[src/rtl/dbg_match_pkg.sv]
package dbg_match_pkg;

  localparam int unsigned REG_AW = 5;
  localparam int unsigned REG_DW = 32;

  // Top-level register word addresses
  localparam logic [REG_AW-1:0] A_CAP    = 5'h00;
  localparam logic [REG_AW-1:0] A_PC_EN  = 5'h01;
  localparam logic [REG_AW-1:0] A_DA_EN  = 5'h02;
  localparam logic [REG_AW-1:0] A_STATUS = 5'h03;

  // Upper two address bits select a per-comparator bank
  typedef enum logic [1:0] {
    BANK_CTRL = 2'b00,
    BANK_PCA  = 2'b01,
    BANK_DAA  = 2'b10,
    BANK_DCND = 2'b11
  } bank_e;

  // Access qualifier: bit0 admits loads, bit1 admits stores
  typedef logic [1:0] dcond_t;

  function automatic logic cond_admits(dcond_t c, logic is_store);
    return is_store ? c[1] : c[0];
  endfunction

  function automatic logic [REG_DW-1:0] cap_word(int unsigned npc, int unsigned nda);
    logic [REG_DW-1:0] w;
    w = '0;
    w[3:0] = 4'(npc);
    w[7:4] = 4'(nda);
    return w;
  endfunction

endpackage

[src/rtl/dbg_pc_cmp.sv]
module dbg_pc_cmp #(
  parameter int unsigned N  = 4,
  parameter int unsigned AW = 32
) (
  input  logic          valid,
  input  logic [AW-1:0] pc,
  input  logic [N-1:0]  en,
  input  logic [AW-1:0] cmp_addr [N],
  output logic [N-1:0]  hit
);
  for (genvar i = 0; i < N; i++) begin : g_cmp
    assign hit[i] = valid && en[i] && (pc == cmp_addr[i]);
  end
endmodule

[src/rtl/dbg_data_cmp.sv]
module dbg_data_cmp
  import dbg_match_pkg::*;
#(
  parameter int unsigned N  = 4,
  parameter int unsigned AW = 32
) (
  input  logic          valid,
  input  logic          is_store,
  input  logic [AW-1:0] addr,
  input  logic [N-1:0]  en,
  input  logic [AW-1:0] cmp_addr [N],
  input  dcond_t        cond [N],
  output logic [N-1:0]  hit
);
  for (genvar i = 0; i < N; i++) begin : g_cmp
    assign hit[i] = valid && en[i] && cond_admits(cond[i], is_store)
                    && (addr == cmp_addr[i]);
  end
endmodule

[src/rtl/dbg_hit_log.sv]
module dbg_hit_log #(
  parameter int unsigned N = 4
) (
  input  logic         clk,
  input  logic         rst_n,
  input  logic [N-1:0] set_vec,
  input  logic [N-1:0] clr_vec,
  input  logic         freeze,
  output logic [N-1:0] q
);
  logic [N-1:0] set_eff;
  assign set_eff = freeze ? '0 : set_vec;

  always_ff @(posedge clk) begin
    if (!rst_n) q <= '0;
    else        q <= (q & ~clr_vec) | set_eff;
  end
endmodule

[src/rtl/dbg_match_unit.sv]
module dbg_match_unit
  import dbg_match_pkg::*;
#(
  parameter int unsigned NUM_PC = 4,
  parameter int unsigned NUM_DA = 4,
  parameter int unsigned AW     = 32
) (
  input  logic              clk,
  input  logic              rst_n,
  input  logic              reg_we,
  input  logic [4:0]        reg_addr,
  input  logic [31:0]       reg_wdata,
  output logic [31:0]       reg_rdata,
  input  logic              fetch_valid,
  input  logic [AW-1:0]     fetch_pc,
  input  logic              mem_valid,
  input  logic              mem_is_store,
  input  logic [AW-1:0]     mem_addr,
  input  logic              in_debug,
  output logic              dbg_exc,
  output logic [NUM_PC-1:0] pc_hit,
  output logic [NUM_DA-1:0] da_hit,
  output logic [NUM_PC-1:0] pc_sticky,
  output logic [NUM_DA-1:0] da_sticky
);
  localparam int unsigned DA_SHIFT = 8;

  logic [NUM_PC-1:0] pc_en_q;
  logic [NUM_DA-1:0] da_en_q;
  logic [AW-1:0]     pc_addr_q [NUM_PC];
  logic [AW-1:0]     da_addr_q [NUM_DA];
  dcond_t            da_cond_q [NUM_DA];

  bank_e             bank;
  logic [2:0]        slot;
  logic              status_wr;
  logic [NUM_PC-1:0] pc_clr;
  logic [NUM_DA-1:0] da_clr;
  logic              any_hit;

  assign bank      = bank_e'(reg_addr[4:3]);
  assign slot      = reg_addr[2:0];
  assign status_wr = reg_we && (reg_addr == A_STATUS);
  assign pc_clr    = status_wr ? reg_wdata[NUM_PC-1:0] : '0;
  assign da_clr    = status_wr ? reg_wdata[DA_SHIFT +: NUM_DA] : '0;

  // Configuration registers
  always_ff @(posedge clk) begin
    if (!rst_n) begin
      pc_en_q <= '0;
      da_en_q <= '0;
      for (int i = 0; i < NUM_PC; i++) pc_addr_q[i] <= '0;
      for (int i = 0; i < NUM_DA; i++) begin
        da_addr_q[i] <= '0;
        da_cond_q[i] <= 2'b00;
      end
    end else if (reg_we) begin
      if (reg_addr == A_PC_EN) pc_en_q <= reg_wdata[NUM_PC-1:0];
      if (reg_addr == A_DA_EN) da_en_q <= reg_wdata[NUM_DA-1:0];
      for (int i = 0; i < NUM_PC; i++)
        if (bank == BANK_PCA && slot == 3'(i)) pc_addr_q[i] <= reg_wdata[AW-1:0];
      for (int i = 0; i < NUM_DA; i++) begin
        if (bank == BANK_DAA && slot == 3'(i))  da_addr_q[i] <= reg_wdata[AW-1:0];
        if (bank == BANK_DCND && slot == 3'(i)) da_cond_q[i] <= reg_wdata[1:0];
      end
    end
  end

  // Register read path
  always_comb begin
    reg_rdata = '0;
    unique case (bank)
      BANK_CTRL: begin
        case (reg_addr)
          A_CAP:    reg_rdata = cap_word(NUM_PC, NUM_DA);
          A_PC_EN:  reg_rdata[NUM_PC-1:0] = pc_en_q;
          A_DA_EN:  reg_rdata[NUM_DA-1:0] = da_en_q;
          A_STATUS: begin
            reg_rdata[NUM_PC-1:0]          = pc_sticky;
            reg_rdata[DA_SHIFT +: NUM_DA]  = da_sticky;
          end
          default:  reg_rdata = '0;
        endcase
      end
      BANK_PCA:
        for (int i = 0; i < NUM_PC; i++)
          if (slot == 3'(i)) reg_rdata[AW-1:0] = pc_addr_q[i];
      BANK_DAA:
        for (int i = 0; i < NUM_DA; i++)
          if (slot == 3'(i)) reg_rdata[AW-1:0] = da_addr_q[i];
      BANK_DCND:
        for (int i = 0; i < NUM_DA; i++)
          if (slot == 3'(i)) reg_rdata[1:0] = da_cond_q[i];
      default: reg_rdata = '0;
    endcase
  end

  dbg_pc_cmp #(.N(NUM_PC), .AW(AW)) u_pc_cmp (
    .valid    (fetch_valid),
    .pc       (fetch_pc),
    .en       (pc_en_q),
    .cmp_addr (pc_addr_q),
    .hit      (pc_hit)
  );

  dbg_data_cmp #(.N(NUM_DA), .AW(AW)) u_da_cmp (
    .valid    (mem_valid),
    .is_store (mem_is_store),
    .addr     (mem_addr),
    .en       (da_en_q),
    .cmp_addr (da_addr_q),
    .cond     (da_cond_q),
    .hit      (da_hit)
  );

  dbg_hit_log #(.N(NUM_PC)) u_pc_log (
    .clk     (clk),
    .rst_n   (rst_n),
    .set_vec (pc_hit),
    .clr_vec (pc_clr),
    .freeze  (in_debug),
    .q       (pc_sticky)
  );

  dbg_hit_log #(.N(NUM_DA)) u_da_log (
    .clk     (clk),
    .rst_n   (rst_n),
    .set_vec (da_hit),
    .clr_vec (da_clr),
    .freeze  (in_debug),
    .q       (da_sticky)
  );

  assign any_hit = (|pc_hit) || (|da_hit);
  assign dbg_exc = any_hit && !in_debug;

endmodule

[config.mk]
export PLATFORM = sky130hd
export DESIGN_NAME = dbg_match_unit
export DESIGN_NICKNAME = d
export VERILOG_FILES = /design/src/rtl/dbg_match_pkg.sv /design/src/rtl/dbg_pc_cmp.sv /design/src/rtl/dbg_data_cmp.sv /design/src/rtl/dbg_hit_log.sv /design/src/rtl/dbg_match_unit.sv
export SDC_FILE = /design/constraint.sdc
export NUM_CORES = 1
export LEC_CHECK = 0
export BUFFER_PORTS_ARGS = -buffer_cell sky130_fd_sc_hd__buf_4
export CAP_MARGIN = 20
export CORE_MARGIN = 8
export CORE_UTILIZATION = 40
export DETAILED_ROUTE_END_ITERATION = 8
export PLACE_DENSITY = 0.69
export RECOVER_POWER = 25
export SKIP_CTS_REPAIR_TIMING = 1
export SYNTH_ARGS = -nofsm -noshare
export SYNTH_HDL_FRONTEND = slang
export SYNTH_SLANG_ARGS = --single-unit
[constraint.sdc]
create_clock -name clk -period 3.2 [get_ports clk]
set_input_delay 0.96 -clock clk [delete_from_list [all_inputs] [get_ports clk]]
set_output_delay 0.96 -clock clk [all_outputs]
set_load 0.005 [all_outputs]
# ---- After elaboration in Yosys (flattened, before gate mapping)
# Index checks and enable logic that the tools add are counted.
dict set report word_totals {
  register_bits 280
  input_bits 108
  out_inout_bits 49
}
dict set report classes {
  n_eq_ne 17
  n_mux 25
  bitwise 6
  reduce_logical 55
}
# operator count
set ops {}
lappend ops {{32-bit == test} 8}
lappend ops {{32-bit 2-to-1 mux} 8}
lappend ops {{30-bit case mux with 3 select lines} 1}
lappend ops {{1-bit logical AND} 34}
lappend ops {{2-bit AND reduction} 14}
lappend ops {{4-bit 2-to-1 mux} 5}
lappend ops {{4-bit case mux with 4 select lines} 1}
lappend ops {{5-bit by 2-bit == test with 1-bit output (second input constant)} 2}
lappend ops {{4-bit AND} 2}
lappend ops {{2-bit 2-to-1 mux} 4}
lappend ops {{4-bit inverter} 2}
lappend ops {{4-bit OR} 2}
lappend ops {{2-bit case mux with 4 select lines} 1}
lappend ops {{4-bit OR reduction} 2}
lappend ops {{3-bit by 2-bit == test with 1-bit output (second input constant)} 2}
lappend ops {{5-bit by 1-bit == test with 1-bit output (second input constant)} 1}
lappend ops {{5-bit logical NOT} 1}
lappend ops {{2-bit == test (second input constant)} 2}
lappend ops {{1-bit 2-to-1 mux} 4}
lappend ops {{3-bit by 1-bit == test with 1-bit output (second input constant)} 1}
lappend ops {{3-bit logical NOT} 1}
lappend ops {{3-bit 2-to-1 mux} 1}
lappend ops {{2-bit by 1-bit == test with 1-bit output (second input constant)} 1}
lappend ops {{2-bit logical NOT} 1}
lappend ops {{2 further kinds} 2}

# ---- Depth between registers and ports, before layout
dict set report logic_depth {
  ltp_word 6
  ltp_mapped 8
  mapped_depth_nobuf 6
}

# ---- Modules after synthesis
# A second synthesis with hierarchy kept.
dict set report hier_totals {
  cells_unflattened 1965
  area_unflattened_um2 16074.2
}
# mod n_inst cells_each area_each_um2 seq_area_each_um2
set modules_own_cells {}
lappend modules_own_cells {dbg_match_unit 1 1567 12829.8 5445.2}
lappend modules_own_cells {dbg_data_cmp 1 190 1498.9 0.0}
lappend modules_own_cells {dbg_pc_cmp 1 176 1412.6 0.0}
lappend modules_own_cells {dbg_hit_log 2 16 166.4 80.1}

# ---- Worst setup path before layout
# Ideal clock, no wire load.
dict set report synth_path {
  path_type {input to output}
  startpoint {input port mem_is_store}
  endpoint {output port dbg_exc}
  t_arrival_ns 2.155
  t_required_ns 2.240
  path_slack_ns 0.085
  stages 7
  path_cell_list {buf_4 mux2i_1 nor4_1 nand2_1 nor4_4 nor4_1 a21oi_1}
}
dict set report synth_via {
  elab_chain_cells 6
  word_cells_on_any_way 15
  classes_between {mux (4); reduce/logical (11)}
}
# item line_no
set synth_lines {}
lappend synth_lines {{from (decl)} dbg_match_unit.sv:17} ;# input logic mem_is_store,
lappend synth_lines {{1-bit 2-to-1 mux} dbg_match_pkg.sv:24} ;# return is_store ? c[1] : c[0];
lappend synth_lines {{1-bit logical AND} dbg_data_cmp.sv:16} ;# assign hit[i] = valid && en[i] && cond_admits(cond[i], is_store)
lappend synth_lines {{1-bit logical AND} dbg_data_cmp.sv:17} ;# && (addr == cmp_addr[i]);
lappend synth_lines {{via da_hit[2]} dbg_match_unit.sv:22} ;# output logic [NUM_DA-1:0] da_hit,
lappend synth_lines {{4-bit OR reduction} dbg_match_unit.sv:134} ;# assign any_hit = (|pc_hit) || (|da_hit);
lappend synth_lines {{1-bit logical OR} dbg_match_unit.sv:134}
lappend synth_lines {{1-bit logical AND} dbg_match_unit.sv:135} ;# assign dbg_exc = any_hit && !in_debug;
lappend synth_lines {{to (decl)} dbg_match_unit.sv:20} ;# output logic dbg_exc,
# The timed path passes the listed nets, and every way through them passes these cells.

# ---- Worst setup path after layout
dict set report layout_path {
  startpoint {input port fetch_pc[12]}
  endpoint {output port dbg_exc}
}
dict set report layout_via {
  elab_chain_cells 5
  word_cells_on_any_way 11
  classes_between {eq/ne (4); reduce/logical (7)}
}
# item line_no
set layout_lines {}
lappend layout_lines {{from (decl)} dbg_match_unit.sv:15} ;# input logic [AW-1:0] fetch_pc,
lappend layout_lines {{32-bit == test} dbg_pc_cmp.sv:12} ;# assign hit[i] = valid && en[i] && (pc == cmp_addr[i]);
lappend layout_lines {{1-bit logical AND} dbg_pc_cmp.sv:12}
lappend layout_lines {{4-bit OR reduction (*)} dbg_match_unit.sv:134}
lappend layout_lines {{1-bit logical OR (*)} dbg_match_unit.sv:134}
lappend layout_lines {{1-bit logical AND (*)} dbg_match_unit.sv:135}
# Mark *: on every way between the ends. The rest lies on a longest branch, timed or not.

==> run summary <==
number of pins with negative max-slew slack in the final report -> 0
type of destination of the critical path -> primary output
number of antenna violations at the first check in global routing -> 0
final standard cell count with taps included and fillers excluded -> 2815
Final Skew -> 0.0137 ns
maximum frequency from static timing analysis -> 0.266 GHz
Worst IR Drop VDD -> 0.000384 V
clock sink count -> 280
Synth top area share -> 35.1%
Sequential Area -> 5610 um2
Pre-Repair DR Iteration Count -> 6
largest family of logic cells by synthesized area -> compound AO/OA/AOI/OAI gates
number of distinct library cells after synthesis -> 48
die height -> 216 um
worst hold-check path type -> reg2reg
cells along the critical path -> buf_4 > xor2_2 > nor4_2 > nand4_1 > nor4_4 > buf_4 > nor4_2 > a21oi_2 > buf_4
final weighted congestion in routability-driven placement -> 1.03
number of maximum-capacitance constraint violations -> 0
master of the slowest instance on the critical path -> nor4_2
residual overflow from global routing -> 0
Placement Setup Slack -> -0.873 ns
slew of the pin with the lowest slew margin -> 0.842 ns
number of vias in the routed layout -> 16700
number of fill cells -> 3534
count of port buffers added during placement -> 156
largest area contributor in the netlist -> dfxtp_1
most frequent cell on the critical path -> buf_4
share of synthesized area occupied by flip-flops and latches -> 35.1%
Adder-Cell Fraction of Synth Area -> 0%
H-tree level count -> 1
wirelength, routed -> 74900 um
total count of hold-check failures in the final report -> 0
first-iteration detailed-routing DRC count -> 2080
horizontal extent of the die -> 216 um
fraction of final layout cells with drive strength greater than 1 -> 30.4%
minimum period implied by the final worst setup slack -> 3.77 ns
launching element type of the critical path -> primary input
effective utilization at floorplan -> 40.4%
total number of nets in the final design -> 2376
CP max FO -> 4
setup repair after global routing missed its margin -> true
via count of the first global-routing pass -> 15400
clock edge transition at the registers on the reported setup and hold paths -> 0.06 ns
number of synthesized flops with an enable pin -> 0
arrival time reported for the critical path endpoint -> 2.81 ns
half-perimeter wire length after detailed placement -> 53100 um
# diodes -> 0
total clock buffers created by CTS -> 31
sum of negative setup slack -> -15.39 ns
count of nets left with antenna violations after detail routing -> 0
final setup slack of the worst path -> -0.566 ns
ys async rst share -> 0%
count of endpoints failing setup in the final report -> 41
slew margin rel. -> 43.9%
via/cell ratio -> 5.95
Synth Warn # -> 0
most used flip-flop cell after synthesis -> dfxtp_1
Compound-Gate Fraction of Synth Area -> 23.2%
Post-route DRC -> 0
outcome -> complete, but fails checks
Cells after DPL -> 2681
CTS tree -> done
Synth Area in XOR/XNOR -> 14.0%
largest net degree at the start of global routing -> 77
maximum single-stage delay on the critical path -> 0.39 ns
Clock Tree Buf Depth -> 3
area of the mapped netlist -> 16000 um2
area used by multi-input combinational logic -> 11000 um2
total number of placement rows -> 73
multiplexer share of the synthesized area -> 1.84%
final period utilization -> 118%
total power per unit cell area -> 387 nW/um2
violations in the final reports -> setup timing
Total Routing Usage GR -> 28.5%
Core Footprint -> 39500 um2
CP Data Required Time -> 2.24 ns
P&R area growth vs syn -> 40.2%
Avg Inst Size Synth -> 8.04 um2
area fraction in and, or, nand and nor cells after synthesis -> 20.5%
first-pass GRT wire length -> 101000 um
Ports -> 157
Root Buffer -> clkbuf_16
synth top area cells -> dfxtp_1 35%, nand2_1 13%, xor2_1 13%, a21boi_0 8.8%, a21boi_1 3.8%
synthesized net count -> 2093
Mapped Cells -> 1985
clock latency on the worst-skew pair -> 0.59 ns
static leakage -> 8.57 nW
average routed wire per standard cell -> 26.6 um
flip-flop and latch count after synthesis -> 280
full die area -> 46600 um2
type of the worst setup path -> in2out
[worst paths after layout]
path / slack [ns] / end / depth (start not counted) / from
max: -0.57 / dbg_exc / 9 / fetch_pc[12]
min: 0.49 / da_addr_q[35]$_SDFFE_PN0P_ / 2 / da_addr_q[35]$_SDFFE_PN0P_
max reg2reg: 1.10 / u_da_log.q[0]$_SDFF_PN0_ / 10 / da_addr_q[99]$_SDFFE_PN0P_
min reg2reg: 0.49 / da_addr_q[35]$_SDFFE_PN0P_ / 2 / da_addr_q[35]$_SDFFE_PN0P_
[registers in the layout, indices dropped and copies added (netlist names)]
name and flops:
da_addr_q 128, pc_addr_q 128, da_cond_q 8, da_en_q 4
pc_en_q 4, u_da_log.q 4, u_pc_log.q 4
[layout by cell type (no fill, tap or decap), types with 18 or more instances in the layout]
| master | count |
|---|---|
| xor2_1 | 206 |
| buf_12 | 31 |
| nor2_1 | 31 |
| a22oi_2 | 19 |
| a221oi_2 | 22 |
| nor4_1 | 30 |
| xor2_2 | 20 |
| nand4_1 | 18 |
| a21oi_1 | 18 |
| clkbuf_16 | 45 |
| buf_6 | 70 |
| o22a_1 | 24 |
| nand2_1 | 546 |
| a21boi_1 | 61 |
| o22ai_2 | 22 |
| a21oi_4 | 21 |
| a21boi_0 | 207 |
| buf_4 | 273 |
| nand3_1 | 18 |
| a21oi_2 | 20 |
| a22oi_1 | 36 |
| xnor2_1 | 24 |
| nor4_2 | 32 |
| dfxtp_1 | 279 |
| clkbuf_1 | 18 |
[cells by family after synthesis]
kind of cell	count (synthesis)
and+or+nand+nor	740
AOI/OAI and AO/OA	508
DFF	280
xor gates and xnor gates	256
buffers and inverters	175
muxes	26
[synthesized netlist by cell type (27+ instances only)]
library cell	instances
a21boi_0	188
a21boi_1	80
a21oi_1	59
a221oi_1	27
a22oi_1	55
buf_2	43
buf_4	38
clkbuf_1	80
dfxtp_1	280
nand2_1	548
nor2_1	43
nor4_1	60
o22ai_1	31
xor2_1	232
[where the power goes]
part	internal (mW)	switching, mW	leakage (nW)
clock	2.16	1.54	0.499
sequential	3.51	0.0340	2.26
combinational	0.617	0.813	5.81
[critical path, delay by kind of cell]
family                    cells  cell delay, ns
and+or+nand+nor               4            0.93
buffers and inverters         3            0.49
AOI/OAI and AO/OA             1            0.26
xor gates and xnor gates      1            0.15
[metrics by stage]
step	hold slack [ns]	power (mW)	instance area, um2	utilization [%]
finish	0.489	8.67	22400	56.6
global route	0.513	8.87	22400	56.6
CTS	0.484	8.34	19700	49.8
detailed placement	0.475	4.70	18700	47.2
global placement	0.469	4.70	18700	47.2
floorplan	0.455	4.10	16000	-
[final cells by class]
type / instances / area share (%)
multi-input combinational: 1531 / 49.1
inverter: 5 / 0.0838
clock inverter: 7 / 0.414
timing repair buffer: 419 / 18.2
tap: 525 / 2.93
sequential: 280 / 25.0
clock buffer: 48 / 4.20
[routing by layer]
metal	share of wire (%)	up-vias	track usage, %	routed length, um
li1	-	7345	-	-
met1	40	8061	37.7	29900
met2	44	1065	44.7	33000
met3	10	265	5.79	7670
met4	5.8	0	11.7	4380
met5	0	-	0	0
Note: power is estimated with default switching activity, not from simulation.
